## config.mk

```make
export PLATFORM = sky130hd
export DESIGN_NAME = serial_tx_halfstop
export DESIGN_NICKNAME = d
export VERILOG_FILES = /design/src/rtl/stx_pkg.sv /design/src/rtl/stx_ctrl.sv /design/src/rtl/stx_dpath.sv /design/src/rtl/serial_tx_halfstop.sv
export SDC_FILE = /design/constraint.sdc
export NUM_CORES = 1
export LEC_CHECK = 0
export BUFFER_PORTS_ARGS = -buffer_cell sky130_fd_sc_hd__buf_4
export CAP_MARGIN = 20
export CORE_AREA = 8 8 70 66
export CTS_CLUSTER_SIZE = 28
export DETAILED_ROUTE_END_ITERATION = 12
export DIE_AREA = 0 0 78 74
export GPL_TIMING_DRIVEN = 0
export PLACE_DENSITY = 0.66
export SYNTH_ARGS = -nofsm -noshare
export SYNTH_HDL_FRONTEND = slang
export SYNTH_HIERARCHICAL = 1
export SYNTH_SLANG_ARGS = --single-unit
```

## constraint.sdc

```tcl
create_clock -name clk -period 6.61 [get_ports clk]
set_input_delay 0.3305 -clock clk [delete_from_list [all_inputs] [get_ports clk]]
set_output_delay 0.3305 -clock clk [all_outputs]
set_load 0.1 [all_outputs]
```

## src/rtl/stx_pkg.sv

```systemverilog
package stx_pkg;

  typedef enum logic [2:0] {
    ST_IDLE,
    ST_START,
    ST_DATA,
    ST_STOP,
    ST_BRKHI
  } txState_t;

  typedef enum logic [1:0] {
    LINE_HIGH,
    LINE_LOW,
    LINE_DATA
  } lineSel_t;

  // Strobes from control to datapath for the coming cycle
  typedef struct packed {
    logic     load;
    logic     shift;
    lineSel_t lineSel;
  } txStrobe_t;

  // Stop period length in half-bit units
  function automatic logic [2:0] stopHalves(input logic [1:0] sel);
    case (sel)
      2'b00:   return 3'd2;
      2'b01:   return 3'd1;
      2'b10:   return 3'd4;
      default: return 3'd3;
    endcase
  endfunction

endpackage

```

## src/rtl/stx_ctrl.sv

```systemverilog
module stx_ctrl
  import stx_pkg::*;
#(
  parameter int DATA_W     = 8,
  parameter int OVERSAMPLE = 16
) (
  input  logic       clk,
  input  logic       rstN,
  input  logic       baudTick,
  input  logic       txEnable,
  input  logic [1:0] stopSel,
  input  logic       txValid,
  input  logic       breakSet,
  output logic       txReady,
  output logic       breakBusy,
  output logic       txDone,
  output txStrobe_t  strb
);
  localparam int TICK_W = $clog2(OVERSAMPLE);
  localparam int HALF   = OVERSAMPLE / 2;
  localparam int HALF_W = $clog2(HALF);
  localparam int BIT_W  = $clog2(DATA_W);

  txState_t          stateQ, stateD;
  logic [TICK_W-1:0] tickQ;
  logic [BIT_W-1:0]  bitQ;
  logic [2:0]        halfQ;
  logic [1:0]        stopSelQ;
  logic              brkModeQ, brkModeD;
  logic              breakReqQ, doneQ;
  logic              bitEnd, halfEnd, lastHalf, accept, startBrk, frameEnd, brkEnd;
  logic [2:0]        halvesNeed;

  assign bitEnd     = baudTick && (tickQ == TICK_W'(OVERSAMPLE - 1));
  assign halfEnd    = baudTick && (tickQ[HALF_W-1:0] == HALF_W'(HALF - 1));
  assign halvesNeed = stopHalves(stopSelQ);
  assign lastHalf   = (halfQ == halvesNeed - 3'd1);
  assign txReady    = (stateQ == ST_IDLE) && txEnable && !breakReqQ;
  assign startBrk   = (stateQ == ST_IDLE) && txEnable && breakReqQ;
  assign accept     = txValid && txReady;
  assign brkEnd     = (stateQ == ST_BRKHI) && bitEnd;
  assign frameEnd   = (stateQ != ST_IDLE) && (stateD == ST_IDLE);
  assign breakBusy  = breakReqQ;
  assign txDone     = doneQ;

  always_comb begin
    stateD   = stateQ;
    brkModeD = brkModeQ;
    case (stateQ)
      ST_IDLE: begin
        if (startBrk) begin
          stateD   = ST_START;
          brkModeD = 1'b1;
        end else if (accept) begin
          stateD   = ST_START;
          brkModeD = 1'b0;
        end
      end
      ST_START: if (bitEnd) stateD = ST_DATA;
      ST_DATA:  if (bitEnd && (bitQ == BIT_W'(DATA_W - 1))) stateD = ST_STOP;
      ST_STOP:  if (halfEnd && lastHalf) stateD = brkModeQ ? ST_BRKHI : ST_IDLE;
      ST_BRKHI: if (bitEnd) stateD = ST_IDLE;
      default:  stateD = ST_IDLE;
    endcase
  end

  always_comb begin
    strb.load  = accept;
    strb.shift = (stateQ == ST_DATA) && bitEnd;
    case (stateD)
      ST_START: strb.lineSel = LINE_LOW;
      ST_DATA:  strb.lineSel = brkModeD ? LINE_LOW : LINE_DATA;
      ST_STOP:  strb.lineSel = brkModeD ? LINE_LOW : LINE_HIGH;
      default:  strb.lineSel = LINE_HIGH;
    endcase
  end

  always_ff @(posedge clk) begin
    if (!rstN) begin
      stateQ    <= ST_IDLE;
      brkModeQ  <= 1'b0;
      tickQ     <= '0;
      bitQ      <= '0;
      halfQ     <= '0;
      stopSelQ  <= 2'b00;
      breakReqQ <= 1'b0;
      doneQ     <= 1'b0;
    end else begin
      stateQ   <= stateD;
      brkModeQ <= brkModeD;
      if (stateD != stateQ)                        tickQ <= '0;
      else if (baudTick && (stateQ != ST_IDLE))    tickQ <= tickQ + 1'b1;
      if (stateQ != ST_DATA)                       bitQ  <= '0;
      else if (bitEnd)                             bitQ  <= bitQ + 1'b1;
      if (stateQ != ST_STOP)                       halfQ <= '0;
      else if (halfEnd)                            halfQ <= halfQ + 3'd1;
      if (stateQ == ST_IDLE)                       stopSelQ <= stopSel;
      if (breakSet)                                breakReqQ <= 1'b1;
      else if (brkEnd)                             breakReqQ <= 1'b0;
      doneQ <= frameEnd && !txValid && !breakSet && !(breakReqQ && !brkEnd);
    end
  end

  a_r2_idle_when_disabled: assert property (@(posedge clk) disable iff (!rstN)
    (stateQ == ST_IDLE && !txEnable) |=> (stateQ == ST_IDLE));

  a_r1_stop_in_range: assert property (@(posedge clk) disable iff (!rstN)
    (stateQ == ST_STOP) |-> (halfQ < halvesNeed));

  a_r4_break_clears_after_high: assert property (@(posedge clk) disable iff (!rstN)
    $fell(breakReqQ) |-> ($past(stateQ) == ST_BRKHI));

  a_r5_done_when_idle: assert property (@(posedge clk) disable iff (!rstN)
    txDone |-> (stateQ == ST_IDLE));

endmodule

```

## src/rtl/stx_dpath.sv

```systemverilog
module stx_dpath
  import stx_pkg::*;
#(
  parameter int DATA_W = 8
) (
  input  logic              clk,
  input  logic              rstN,
  input  txStrobe_t         strb,
  input  logic [DATA_W-1:0] txData,
  input  logic              swapPins,
  input  logic              pad0In,
  input  logic              pad1In,
  output logic              pad0Out,
  output logic              pad0Oe,
  output logic              pad1Out,
  output logic              pad1Oe,
  output logic              rxLine
);
  logic [DATA_W-1:0] shiftQ, shiftNext;
  logic              txLineQ;

  always_comb begin
    if (strb.load)       shiftNext = txData;
    else if (strb.shift) shiftNext = {1'b0, shiftQ[DATA_W-1:1]};
    else                 shiftNext = shiftQ;
  end

  always_ff @(posedge clk) begin
    if (!rstN) begin
      shiftQ  <= '0;
      txLineQ <= 1'b1;
    end else begin
      shiftQ <= shiftNext;
      case (strb.lineSel)
        LINE_LOW:  txLineQ <= 1'b0;
        LINE_DATA: txLineQ <= shiftNext[0];
        default:   txLineQ <= 1'b1;
      endcase
    end
  end

  // Pad routing: the idle pad drives 1 with its output enable off
  assign pad0Out = swapPins ? 1'b1 : txLineQ;
  assign pad1Out = swapPins ? txLineQ : 1'b1;
  assign pad0Oe  = !swapPins;
  assign pad1Oe  = swapPins;
  assign rxLine  = swapPins ? pad0In : pad1In;

  a_r3_start_low: assert property (@(posedge clk) disable iff (!rstN)
    strb.load |=> !txLineQ);

endmodule

```

## src/rtl/serial_tx_halfstop.sv

```systemverilog
module serial_tx_halfstop
  import stx_pkg::*;
#(
  parameter int DATA_W     = 8,
  parameter int OVERSAMPLE = 16
) (
  input  logic              clk,
  input  logic              rstN,
  input  logic              baudTick,
  input  logic              txEnable,
  input  logic [1:0]        stopSel,
  input  logic [DATA_W-1:0] txData,
  input  logic              txValid,
  output logic              txReady,
  input  logic              breakSet,
  output logic              breakBusy,
  input  logic              doneIe,
  output logic              txDone,
  output logic              txIrq,
  input  logic              swapPins,
  input  logic              pad0In,
  input  logic              pad1In,
  output logic              pad0Out,
  output logic              pad0Oe,
  output logic              pad1Out,
  output logic              pad1Oe,
  output logic              rxLine
);
  txStrobe_t strb;

  stx_ctrl #(.DATA_W(DATA_W), .OVERSAMPLE(OVERSAMPLE)) u_ctrl (
    .clk(clk), .rstN(rstN), .baudTick(baudTick), .txEnable(txEnable),
    .stopSel(stopSel), .txValid(txValid), .breakSet(breakSet),
    .txReady(txReady), .breakBusy(breakBusy), .txDone(txDone), .strb(strb)
  );

  stx_dpath #(.DATA_W(DATA_W)) u_dpath (
    .clk(clk), .rstN(rstN), .strb(strb), .txData(txData), .swapPins(swapPins),
    .pad0In(pad0In), .pad1In(pad1In), .pad0Out(pad0Out), .pad0Oe(pad0Oe),
    .pad1Out(pad1Out), .pad1Oe(pad1Oe), .rxLine(rxLine)
  );

  assign txIrq = txDone && doneIe;

  a_r6_irq_needs_enable: assert property (@(posedge clk) disable iff (!rstN)
    !doneIe |-> !txIrq);

endmodule

```

Word level (Yosys, flattened, before mapping)
Index checks and enable logic that the tools add are counted.
{"block": "word_totals", "regBits": 27, "inputBits": 20}
{"block": "classes", "add_sub_neg": 4, "mux": 23, "eq_ne": 18, "reduce_logical": 32, "n_bitwise": 1}
{"operator": "$mux 3", "count": 7}
{"operator": "$logic_and 1x1->1", "count": 17}
{"operator": "$mux 8", "count": 2}
{"operator": "$pmux 3 s5", "count": 1}
{"operator": "$eq 3x2->1 const B", "count": 4}
{"operator": "$eq 3x3->1 const B", "count": 3}
{"operator": "$mux 1", "count": 9}
{"operator": "$pmux 3 s3", "count": 1}
{"operator": "$add 3x1->3 const B", "count": 2}
{"operator": "$eq 3x1->1 const B", "count": 2}
{"operator": "$logic_not 1->1", "count": 6}
{"operator": "$logic_not 3->1", "count": 2}
{"operator": "$ne 3x2->1 const B", "count": 2}
{"operator": "$pmux 2 s3", "count": 1}
{"operator": "$reduce_or 2->1", "count": 3}
{"operator": "$add 4x1->4 const B", "count": 1}
{"operator": "$eq 2x1->1 const B", "count": 2}
{"operator": "$eq 2x2->1 const B", "count": 2}
{"operator": "$eq 4x4->1 const B", "count": 1}
{"operator": "$reduce_bool 2->1", "count": 2}
{"operator": "$eq 3x3->1", "count": 1}
{"operator": "$ne 3x3->1", "count": 1}
{"operator": "$reduce_bool 3->1", "count": 1}
{"operator": "$sub 3x1->3 const B", "count": 1}
{"operator": "4 further kinds", "count": 4}

Logic depth before layout (Yosys ltp)
Gate-level depths: netlist of run 1.
{"block": "logic_depth", "ltp_word": 12, "mapped_depth": 10, "mapped_depth_nobuf": 9}

Cells and area by module
The synthesis of run 1 kept the hierarchy.
{"mod": "stx_ctrl", "seq_area_each_um2": 360.3, "area_each_um2": 1039.7, "cells_per_inst": 112, "instances": 1}
{"mod": "stx_dpath", "seq_area_each_um2": 180.2, "area_each_um2": 457.9, "cells_per_inst": 52, "instances": 1}
{"mod": "serial_tx_halfstop", "seq_area_each_um2": 0.0, "area_each_um2": 6.3, "cells_per_inst": 1, "instances": 1}

Worst setup path before layout of run 1
No wires, ideal clock.
{"block": "synth_path", "path_type": "register to register", "from": "register u_ctrl.stateQ[2]", "to": "register u_dpath.shiftQ[0]", "path_stages_with_launch": 10, "arrival_ns": 3.216, "setup_ns": 0.115, "path_slack_ns": 3.279, "synth_period_minus_slack_ns": 3.331, "path_cell_list": "dfxtp_1 clkbuf_1 nor4b_1 nor2b_1 and2_1 buf_4 buf_2 buf_2 o21ai_0 and2_1"}
{"block": "synth_between", "elab_chain_cells": 5, "word_cells_on_any_way": 8, "classes_between": "1 x eq/ne; 2 x mux; 5 x reduce/logical"}
{"item": "from (decl)", "line": "stx_ctrl.sv:24", "rtl": "txState_t stateQ, stateD;"}
{"item": "from (signal assigned)", "line": "stx_ctrl.sv:89", "rtl": "stateQ <= stateD;"}
{"item": "$logic_not 3->1", "line": "stx_ctrl.sv:38", "rtl": "assign txReady = (stateQ == ST_IDLE) && txEnable && !breakReqQ;"}
{"item": "$logic_and 1x1->1 (2 in series)", "line": "stx_ctrl.sv:38"}
{"item": "net txReady", "line": "serial_tx_halfstop.sv:14", "rtl": "output logic txReady,"}
{"item": "$logic_and 1x1->1", "line": "stx_ctrl.sv:40", "rtl": "assign accept = txValid && txReady;"}
{"item": "net u_ctrl.accept", "line": "stx_ctrl.sv:31", "rtl": "logic bitEnd, halfEnd, lastHalf, accept, startBrk, frameEnd, brkEnd;"}
{"item": "$mux 8", "line": "stx_dpath.sv:23", "rtl": "if (strb.load) shiftNext = txData;"}
{"item": "to (signal assigned)", "line": "stx_dpath.sv:33", "rtl": "shiftQ <= shiftNext;"}
{"item": "to (decl)", "line": "stx_dpath.sv:19", "rtl": "logic [DATA_W-1:0] shiftQ, shiftNext;"}
The timed path passes the listed nets, and every way through them passes these cells. The select of a mux whose other input is x is not followed.
A chain may end at the register's enable or synchronous reset.

==> out/metrics.yaml, run 1 <==
post-route-min-period_ns: 2.43
status: "finished, final reports clean"
syn_to_final_growth_pct: 20.9
rows: 21
crit_path_max_incr_delay_ns: 0.41
placed_cell_area_mm2: 0.00177
numCtsBuffers: 3
start_kind: "register"
die_w_um: 78
whs_path_depth: 2
hpwl_um: 2460
power_density_mw_per_mm2: 192
min_to: "u_ctrl/breakBusy"
postSynth.asyncResetShare_pct: 0
cts_max_path_buffers: 2
drv_slew: 0
max-slew-margin-rel_pct: 53.3
worstReg2RegStart: "u_ctrl/tickQ[0]"
syn_area_per_cell_um2: 9.11
clock-root-buffer: "clkbuf_8"
max_freq_ghz: 0.412
grt-ovfl-total: 0
maxCapViolations: 0
grt_use_total_pct: 11.1
cts_tree: "yes"
static-leakage-power_nw: 0.745
grt_max_degree: 16
period_share_pct: 36.7
finalWirelength_um: 3150
avgRoutedWirePerCell_um: 12.9
crit_type: "reg2reg"
hold_start: "breakSet"
synth_top_area_share_pct: 35.9
pin_count: 29
hold_viol: 0
syn_area_mm2: 0.00150
grt_pass1_vias: 1189
postSynthCellCount: 165
synth_edf_count: 0
critPathMostFrequentCell: "ha_1"
ant_nets: 0
reg2reg_depth: 8
path_cells: "ha_1 > ha_1 > nand2_1 > o41ai_1 > nand4b_1 > nor3b_1 > o2111a_1 > o21ai_2"
worstSkewPairLatency_ns: 0.27
r2r_setup_slack_ns: 4.18
cts_hold_buf: 0
arrival_ns: 2.60
num_vias: 1271
synth_nets: 190
dr.pass1.iters: 5
htreeDepth: 1
clk_pin_slew_ns: 0.09
finalSetupTns_ns: 0
tightest_slew_ns: 0.694
n_fill_cell: 345
die_area_mm2: 0.00577
antenna_found_initial: 0
synth_area_leaders: "dfxtp_1 36%, mux2i_1 7.3%, and2_1 5.4%, ha_1 4.2%, nand2_1 4.0%"
die_h_um: 74
core_mm2: 0.00352
hp-class: "in2reg"
synth_commonest_cells: "27 x dfxtp_1, 16 x nand2_1, 13 x and2_1"
setup_viol: 0
ir_drop_mv: 0.132
nNetsFinal: 223
drc_errors: 0
required_ns: 6.78
cts-resized-gates: 0
crit_fanout: 4
start_util_pct: 42.7
portBuffers: 28
rsz0062_at_grt: "no"
reg2reg_to: "u_dpath/txLineQ"
final_cell_area_mm2: 0.00182
critPathCaptureType: "register"
yosysSeqAreaShare_pct: 35.9
yosysMostFrequentCell: "dfxtp_1"
cts.sinks: 27
drive_gt1_share_pct: 25.9
synthFlopType: "dfxtp_1"
place_congestion: 0.759
slowest_stage: "o41ai_1"
final.setup_skew_ns: 0.00191
grt_pass1_wl_um: 5430
drt_iter0_markers: 52
avgViaCountPerCell: 5.23
post_cts_buffers: 0
synth_top_area_cell: "dfxtp_1"
synth_cell_types: 48
ys_warn_count: 6
antenna_cells: 0
synth_seq_cells: 27
[layout by cell type, fill, tap and decap left out, types with 3 or more instances in the layout]
cell type / n
buf_4: 30
dfxtp_1: 27
nand2_1: 16
and2_1: 13
mux2i_1: 11
nor2_1: 10
o21ai_0: 8
a21oi_1: 6
nor2b_1: 5
nand3_1: 5
ha_1: 5
clkbuf_1: 4
xor2_1: 4
a211oi_1: 4
clkbuf_8: 3
xnor2_1: 3
inv_1: 3
[where the power goes]
group / switching [mW] / total [mW] / leakage (nW) / internal [mW]
Clock: 0.0514 / 0.0936 / 0.0255 / 0.0423
Combinational: 0.0515 / 0.0820 / 0.500 / 0.0305
Sequential: 0.00368 / 0.173 / 0.220 / 0.169
[cell type report]
type	instances	area [µm²]	area share [%]
well taps	46	57.6	3.17
flip-flops and latches	27	541	29.7
inverters	3	11.3	0.619
multi-input cells	125	890	48.9
clock buffers	3	41.3	2.27
plain buffers	10	62.6	3.44
repair buffers	28	210	11.6
clock inverters	1	5.00	0.275
[critical path: cells and delay by family (launching register included)]
kind                       cells  cell delay, ns
adders and majority gates      2            0.48
and+or+nand+nor                3            0.75
AOI/OAI and AO/OA              3            0.70
DFF                            1            0.38
[metal layers]
| metal | part of all wire (%) | global-route usage [%] | routed length [µm] | vias to the layer above |
|---|---|---|---|---|
| li1 | - | - | - | 649 |
| met1 | 50 | 14.8 | 1570 | 587 |
| met2 | 44 | 17.1 | 1380 | 31 |
| met3 | 5.2 | 2.90 | 163 | 4 |
| met4 | 0.92 | 3.70 | 29 | 0 |
| met5 | 0 | 0 | 0 | - |
[logic make-up after synthesis]
kind of cell	Yosys count	synth area share (%)
buffers and inverters	13	4.91
xor gates and xnor gates	7	4.08
DFF	27	35.9
muxes	13	8.82
and+or+nand+nor	69	27.5
adders and majority gates	5	4.16
AOI/OAI and AO/OA	31	14.6
[stage by stage]
stage                     setup slack, ns  util (%)  hold WS (ns)  std cells  power (mW)
after CTS                            4.17      51.6         0.271        243       0.352
after global placement               4.22      50.3         0.447        239       0.257
final                                4.18      51.6         0.275        243       0.348
after floorplan                      3.28         -         0.390        165       0.235
after detailed placement             4.22      50.3         0.454        239       0.258
after global routing                 3.88      51.6         0.277        243       0.367
[worst max path at each step]
stage	start	to	slack, ns	cells past startpoint
global placement	u_ctrl/tickQ[0]	u_dpath/txLineQ	4.22	8
finish	u_ctrl/tickQ[0]	u_dpath/txLineQ	4.18	8
global route	u_ctrl/tickQ[0]	u_dpath/txLineQ	3.88	8
floorplan	u_ctrl/stateQ[2]	u_dpath/shiftQ[0]	3.28	9
detailed placement	u_ctrl/tickQ[0]	u_dpath/txLineQ	4.22	8
CTS	u_ctrl/tickQ[0]	u_dpath/txLineQ	4.17	8
[state kept, by name, indices dropped and copies added, names as in the netlist]
name and cells:
u_dpath/shiftQ 8, u_ctrl/txDone 1, u_ctrl/halfQ 3, u_ctrl/tickQ 4, u_dpath/txLineQ 1, u_ctrl/stopSelQ 2
u_ctrl/bitQ 3, u_ctrl/brkModeQ 1, u_ctrl/breakBusy 1, u_ctrl/stateQ 3
(Power assumes the default switching activity.)
==> run 2: changes to the inputs <==
clock period = 2.5 ns   (was 6.61 ns; I/O delays follow)
==> run 2 against run 1 <==
Effect of this change:
- clock power rose to 2.7 times the previous value
- clock skew up 0.0023 ns
- total power grew to 2.7 times the previous value
- register-to-register slack worse by 4.0 ns
- first-iteration DRC count rose by 19%
- sequential share of layout area decreased by 0.84 points
- cell count rose by 0.41%
- sequential power rose to 2.6 times the previous value
- fmax up 6.3%
- critical path depth up 1
- global-route usage grew 0.52 points
- largest cell class unchanged
- largest power group unchanged
==> out/metrics.yaml, run 2 (synthesis gave the netlist of run 1 again) <==
status: "finished, final reports clean"  # unchanged
hold_start: "breakSet"  # unchanged
static-leakage-power_nw: 0.761  # was 0.745 nW
arrival_ns: 2.46  # was 2.60 ns
reg2reg_to: "u_dpath/txLineQ"  # unchanged
antenna_found_initial: 0  # unchanged
start_kind: "register"  # unchanged
cts_hold_buf: 0  # unchanged
portBuffers: 28  # unchanged
fin_cells: 244  # was 243
pin_count: 29  # unchanged
tightest_slew_ns: 0.702  # was 0.694 ns
critPathCaptureType: "register"  # unchanged
dp_slack_ns: 0.130  # was 4.22 ns
ant_nets: 0  # unchanged
path_cells: "ha_1 > ha_1 > nand2_1 > nor4_4 > o311ai_4 > mux2_2 > inv_1 > o2111a_1 > o21ai_2"  # was ha_1 > ha_1 > nand2_1 > o41ai_1 > nand4b_1 > nor3b_1 > o2111a_1 > o21ai_2
crit_path_max_incr_delay_ns: 0.38  # was 0.41 ns
grt_pass1_vias: 1246  # was 1189
drive_gt1_share_pct: 28.3  # was 25.9%
cts_tree: "yes"  # unchanged
grt_use_total_pct: 11.7  # was 11.1%
syn_to_final_growth_pct: 24.4  # was 20.9%
max_freq_ghz: 0.438  # was 0.412 GHz
clk_pin_slew_ns: 0.09  # about the same
numCtsBuffers: 3  # unchanged
final_cell_mix: "31 x buf_4, 27 x dfxtp_1, 16 x nand2_1"  # was 30 x buf_4, 27 x dfxtp_1, 16 x nand2_1
finalWorstSetupSlack_ns: 0.216  # was 4.18 ns
placed_cells: 239  # unchanged
post-route-min-period_ns: 2.28  # was 2.43 ns
n_fill_cell: 321  # was 345
drc_errors: 0  # unchanged
min_to: "u_ctrl/breakBusy"  # unchanged
start_util_pct: 42.7  # unchanged
cp.buffers_inverters: 1  # was 0
placed_cell_area_mm2: 0.00178  # was 0.00177 mm²
avgViaCountPerCell: 5.18  # was 5.23
avgRoutedWirePerCell_um: 13.5  # was 12.9 µm
maxCapViolations: 0  # unchanged
final_common_cell: "buf_4"  # unchanged
required_ns: 2.67  # was 6.78 ns
drv_slew: 0  # unchanged
power_mw: 0.934  # was 0.348 mW
fin_util_pct: 53.1  # was 51.6%
drt_iter0_markers: 62  # was 52
grt_busiest_layer: "met2"  # unchanged
nNetsFinal: 224  # was 223
final_cell_area_mm2: 0.00187  # was 0.00182 mm²
die_h_um: 74  # unchanged
cp-startpoint: "u_ctrl/tickQ[0]"  # unchanged
hp-class: "in2reg"  # unchanged
clock-root-buffer: "clkbuf_8"  # unchanged
top_register: "u_dpath/shiftQ"  # unchanged
crit_fanout: 4  # unchanged
core_mm2: 0.00352  # unchanged
critPathMostFrequentCell: "ha_1"  # unchanged
reg_top3: "u_dpath/shiftQ: 8 flops, u_ctrl/tickQ: 4 flops"  # unchanged
grt_max_degree: 16  # unchanged
grt.met3_usage_pct: 2.90  # unchanged
final.setup_skew_ns: 0.00417  # was 0.00191 ns
max-slew-margin-rel_pct: 52.8  # was 53.3%
htreeDepth: 1  # unchanged
finalWirelength_um: 3310  # was 3150 µm
setup_viol: 0  # unchanged
dr.pass1.iters: 4  # was 5
rows: 21  # unchanged
cp.depth: 9  # was 8
ir_drop_mv: 0.352  # was 0.132 mV
hpwl_um: 2580  # was 2460 µm
grt_pass1_wl_um: 5630  # was 5430 µm
worstSkewPairLatency_ns: 0.27  # about the same
gr-usage-met2_pct: 19.3  # was 17.1%
grt_util_met1_pct: 14.6  # was 14.8%
r2r_setup_slack_ns: 0.22  # was 4.18 ns
largest_reg_flops: 8  # unchanged
antenna_cells: 0  # unchanged
grt-ovfl-total: 0  # unchanged
whs_path_depth: 2  # unchanged
critical_path.top_delay_family: "compound AO/OA/AOI/OAI gates"  # was simple AND/OR/NAND/NOR gates
power_density_mw_per_mm2: 499  # was 192 mW/mm²
place_congestion: 0.789  # was 0.759
slowest_stage: "mux2_2"  # was o41ai_1
cts.sinks: 27  # unchanged
cts_max_path_buffers: 2  # unchanged
die_area_mm2: 0.00577  # unchanged
die_w_um: 78  # unchanged
period_share_pct: 91.4  # was 36.7%
crit_type: "reg2reg"  # unchanged
hold_viol: 0  # unchanged
worstReg2RegStart: "u_ctrl/tickQ[0]"  # unchanged
reg2reg_depth: 9  # was 8
num_vias: 1263  # was 1271
[run 2: power breakdown]
part / total [mW] / switching, mW / internal (mW)
sequential: 0.457 / 0.0102 / 0.447
combinational: 0.227 / 0.140 / 0.0870
clock: 0.249 / 0.137 / 0.112
[run 2: through the flow]
| stage | setup TNS (ns) | hold slack [ns] |
|---|---|---|
| final | 0 | 0.0656 |
| after global routing | -0.00661 | 0.0646 |
| after CTS | 0 | 0.0661 |
| after detailed placement | 0 | 0.351 |
| after global placement | 0 | 0.344 |
| after floorplan | 0 | 0.184 |
[run 2: worst max-delay path by stage]
stage	endpoint	slack, ns
floorplan	u_dpath/shiftQ[0]	0.02
global placement	u_dpath/txLineQ	0.12
detailed placement	u_dpath/shiftQ[2]	0.13
CTS	u_dpath/txLineQ	0.10
global route	u_dpath/txLineQ	-0.007
finish	u_dpath/txLineQ	0.22
[run 2: cell type report]
cell class / count / area (µm²) / area share [%]
multi-input cells: 125 / 935 / 50.0
clock inverters: 1 / 5.00 / 0.268
clock buffers: 3 / 41.3 / 2.21
well taps: 46 / 57.6 / 3.08
inverters: 3 / 11.3 / 0.602
repair buffers: 29 / 218 / 11.6
flip-flops and latches: 27 / 541 / 28.9
plain buffers: 10 / 62.6 / 3.34
[run 2: layer usage]
metal	share of wire, %	wire [µm]
met5	0	0
met4	0.85	28
met3	4.2	138
met2	46	1510
met1	49	1630
[run 2: what timing repair did]
action / in CTS / in global routing
endpoints found under the setup margin: 0 / 8
resized for setup: 0 / 5
setup buffers: 0 / 1
==> run 3: changes to the inputs <==
CORE_AREA = 2 2 64 60   (was 8 8 70 66)
DIE_AREA = 0 0 66 62   (was 0 0 78 74)
GPL_TIMING_DRIVEN = unset   (was 0)
PLACE_DENSITY = unset   (was 0.66)
PLACE_DENSITY_LB_ADDON = 0.3   (was unset)
==> run 3 against run 2 <==
Effect of this change:
- sequential share of layout area grew 1.4 points
- die area shrank 29%
- wire length shrank 12%
- worst setup slack got worse by 0.041 ns
- critical endpoint unchanged
- global-route usage up 3.6 points
- critical path depth fell by 1
- worst hold slack improved by 0.00073 ns
- largest cell class unchanged
- register-to-register slack lost 0.04 ns
- cell count down 3.7%
==> out/metrics.yaml, run 3 (synthesis gave the netlist of run 1 again) <==
status: "finished, final reports clean"  # unchanged
hp-class: "in2reg"  # unchanged
die_w_um: 66  # was 78 µm
start_kind: "register"  # unchanged
final.setup_skew_ns: 0.00253  # was 0.00417 ns
fin_util_pct: 50.6  # was 53.1%
worstSkewPairLatency_ns: 0.27  # about the same
required_ns: 2.67  # about the same
p_sw_mw: 0.281  # was 0.288 mW
dp_slack_ns: 0.205  # was 0.130 ns
hold_viol: 0  # unchanged
arrival_ns: 2.49  # was 2.46 ns
drt_iter0_markers: 28  # was 62
largest_reg_flops: 8  # unchanged
cts_max_path_buffers: 2  # unchanged
place_congestion: 0.846  # was 0.789
start_util_pct: 42.7  # unchanged
dr.pass1.iters: 4  # unchanged
finalSetupTns_ns: 0  # unchanged
pin_count: 29  # unchanged
portBuffers: 28  # unchanged
die_area_mm2: 0.00409  # was 0.00577 mm²
nNetsFinal: 215  # was 224
antenna_found_initial: 0  # unchanged
maxCapViolations: 0  # unchanged
numCtsBuffers: 3  # unchanged
final_common_cell: "buf_4"  # unchanged
crit_fanout: 4  # unchanged
crit_type: "reg2reg"  # unchanged
htreeDepth: 1  # unchanged
max_freq_ghz: 0.430  # was 0.438 GHz
static-leakage-power_nw: 0.725  # was 0.761 nW
combPwrFrac_pct: 22.4  # was 24.4%
finalWorstSetupSlack_ns: 0.175  # was 0.216 ns
clk_pin_slew_ns: 0.09  # about the same
ir_drop_mv: 0.504  # was 0.352 mV
avgViaCountPerCell: 5.24  # was 5.18
rows: 21  # unchanged
cts_tree: "yes"  # unchanged
hpwl_um: 2160  # was 2580 µm
reg_top3: "u_dpath/shiftQ: 8 flops, u_ctrl/tickQ: 4 flops"  # unchanged
setup_viol: 0  # unchanged
top_register: "u_dpath/shiftQ"  # unchanged
p_int_mw: 0.634  # was 0.646 mW
cts.sinks: 27  # unchanged
drv_slew: 0  # unchanged
grt_pass1_vias: 1099  # was 1246
tightest_slew_ns: 0.729  # was 0.702 ns
max-slew-margin-rel_pct: 51.0  # was 52.8%
die_h_um: 62  # was 74 µm
clkPwrFrac_pct: 27.2  # was 26.7%
final_cell_mix: "30 x buf_4, 27 x dfxtp_1, 16 x nand2_1"  # was 31 x buf_4, 27 x dfxtp_1, 16 x nand2_1
finalWirelength_um: 2900  # was 3310 µm
core_mm2: 0.00352  # unchanged
critPathCaptureType: "register"  # unchanged
power_density_mw_per_mm2: 513  # was 499 mW/mm²
post-route-min-period_ns: 2.32  # was 2.28 ns
drc_errors: 0  # unchanged
drive_gt1_share_pct: 25.9  # was 28.3%
swShare_pct: 30.7  # was 30.8%
syn_to_final_growth_pct: 18.6  # was 24.4%
ant_nets: 0  # unchanged
worst_hold_slack_ns: 0.0663  # was 0.0656 ns
grt_use_total_pct: 15.2  # was 11.7%
n_fill_cell: 351  # was 321
num_vias: 1231  # was 1263
grt-ovfl-total: 0  # unchanged
grt_pass1_wl_um: 4820  # was 5630 µm
p_seq_share_pct: 50.5  # was 49.0%
clock-root-buffer: "clkbuf_8"  # unchanged
cts_hold_buf: 0  # unchanged
antenna_cells: 0  # unchanged
grt_max_degree: 21  # was 16
period_share_pct: 93.0  # was 91.4%
avgRoutedWirePerCell_um: 12.3  # was 13.5 µm
[run 3: timing repair]
item                       4_1_cts  5_1_grt
gates resized for setup          0        1
setup endpoints to repair        0        1
buffers inserted                 0        0
[run 3: through the flow]
step / cells / area [µm²] / power, mW
floorplan: 165 / 1510 / 0.625
global placement: 231 / 1730 / 0.671
detailed placement: 231 / 1730 / 0.675
CTS: 235 / 1780 / 0.925
global route: 235 / 1780 / 0.958
finish: 235 / 1780 / 0.915
[run 3: area by class of cell]
class                           count  area, µm²  share of cell area, %
Multi-Input combinational cell    125        902                   50.6
Sequential cell                    27        541                   30.3
Inverter                            3       11.3                  0.632
Clock buffer                        3       41.3                   2.32
Timing Repair Buffer               30        225                   12.6
Tap cell                           46       57.6                   3.23
Clock inverter                      1       5.00                  0.281
[run 3: power groups by stage]
stage | registers, mW | logic, mW | clock network, mW
final | 0.462 | 0.205 | 0.248
after global routing | 0.465 | 0.219 | 0.275
after CTS | 0.462 | 0.204 | 0.259
after detailed placement | 0.472 | 0.203 | 0
after global placement | 0.471 | 0.200 | 0
after floorplan | 0.475 | 0.150 | 0
[run 3: per-layer routing]
metal	routed length, µm	share of wire (%)	track usage, %
met1	1380	47	20.2
met2	1370	47	25.5
met3	116	4.0	2.70
met4	36	1.2	5.25
met5	0	0	0
[run 3: worst max-delay path, stage by stage, from the launching register on]
cell and delay, ns:
dfxtp_1 0.37, ha_1 0.24, ha_1 0.23, nand2_1 0.14, o41ai_1 0.39, nand4b_1 0.30, nor3b_2 0.28, o2111a_1 0.21
o21ai_2 0.05
[run 3: path summary, 6_finish.rpt]
path | depth (start not counted) | end | slack, ns | start
setup / recovery | 8 | u_dpath/txLineQ | 0.18 | u_ctrl/tickQ[0]
hold / removal | 2 | u_ctrl/breakBusy | 0.07 | breakSet
setup reg to reg | 8 | u_dpath/txLineQ | 0.18 | u_ctrl/tickQ[0]
hold reg to reg | 2 | u_ctrl/bitQ[2] | 0.47 | u_ctrl/bitQ[2]
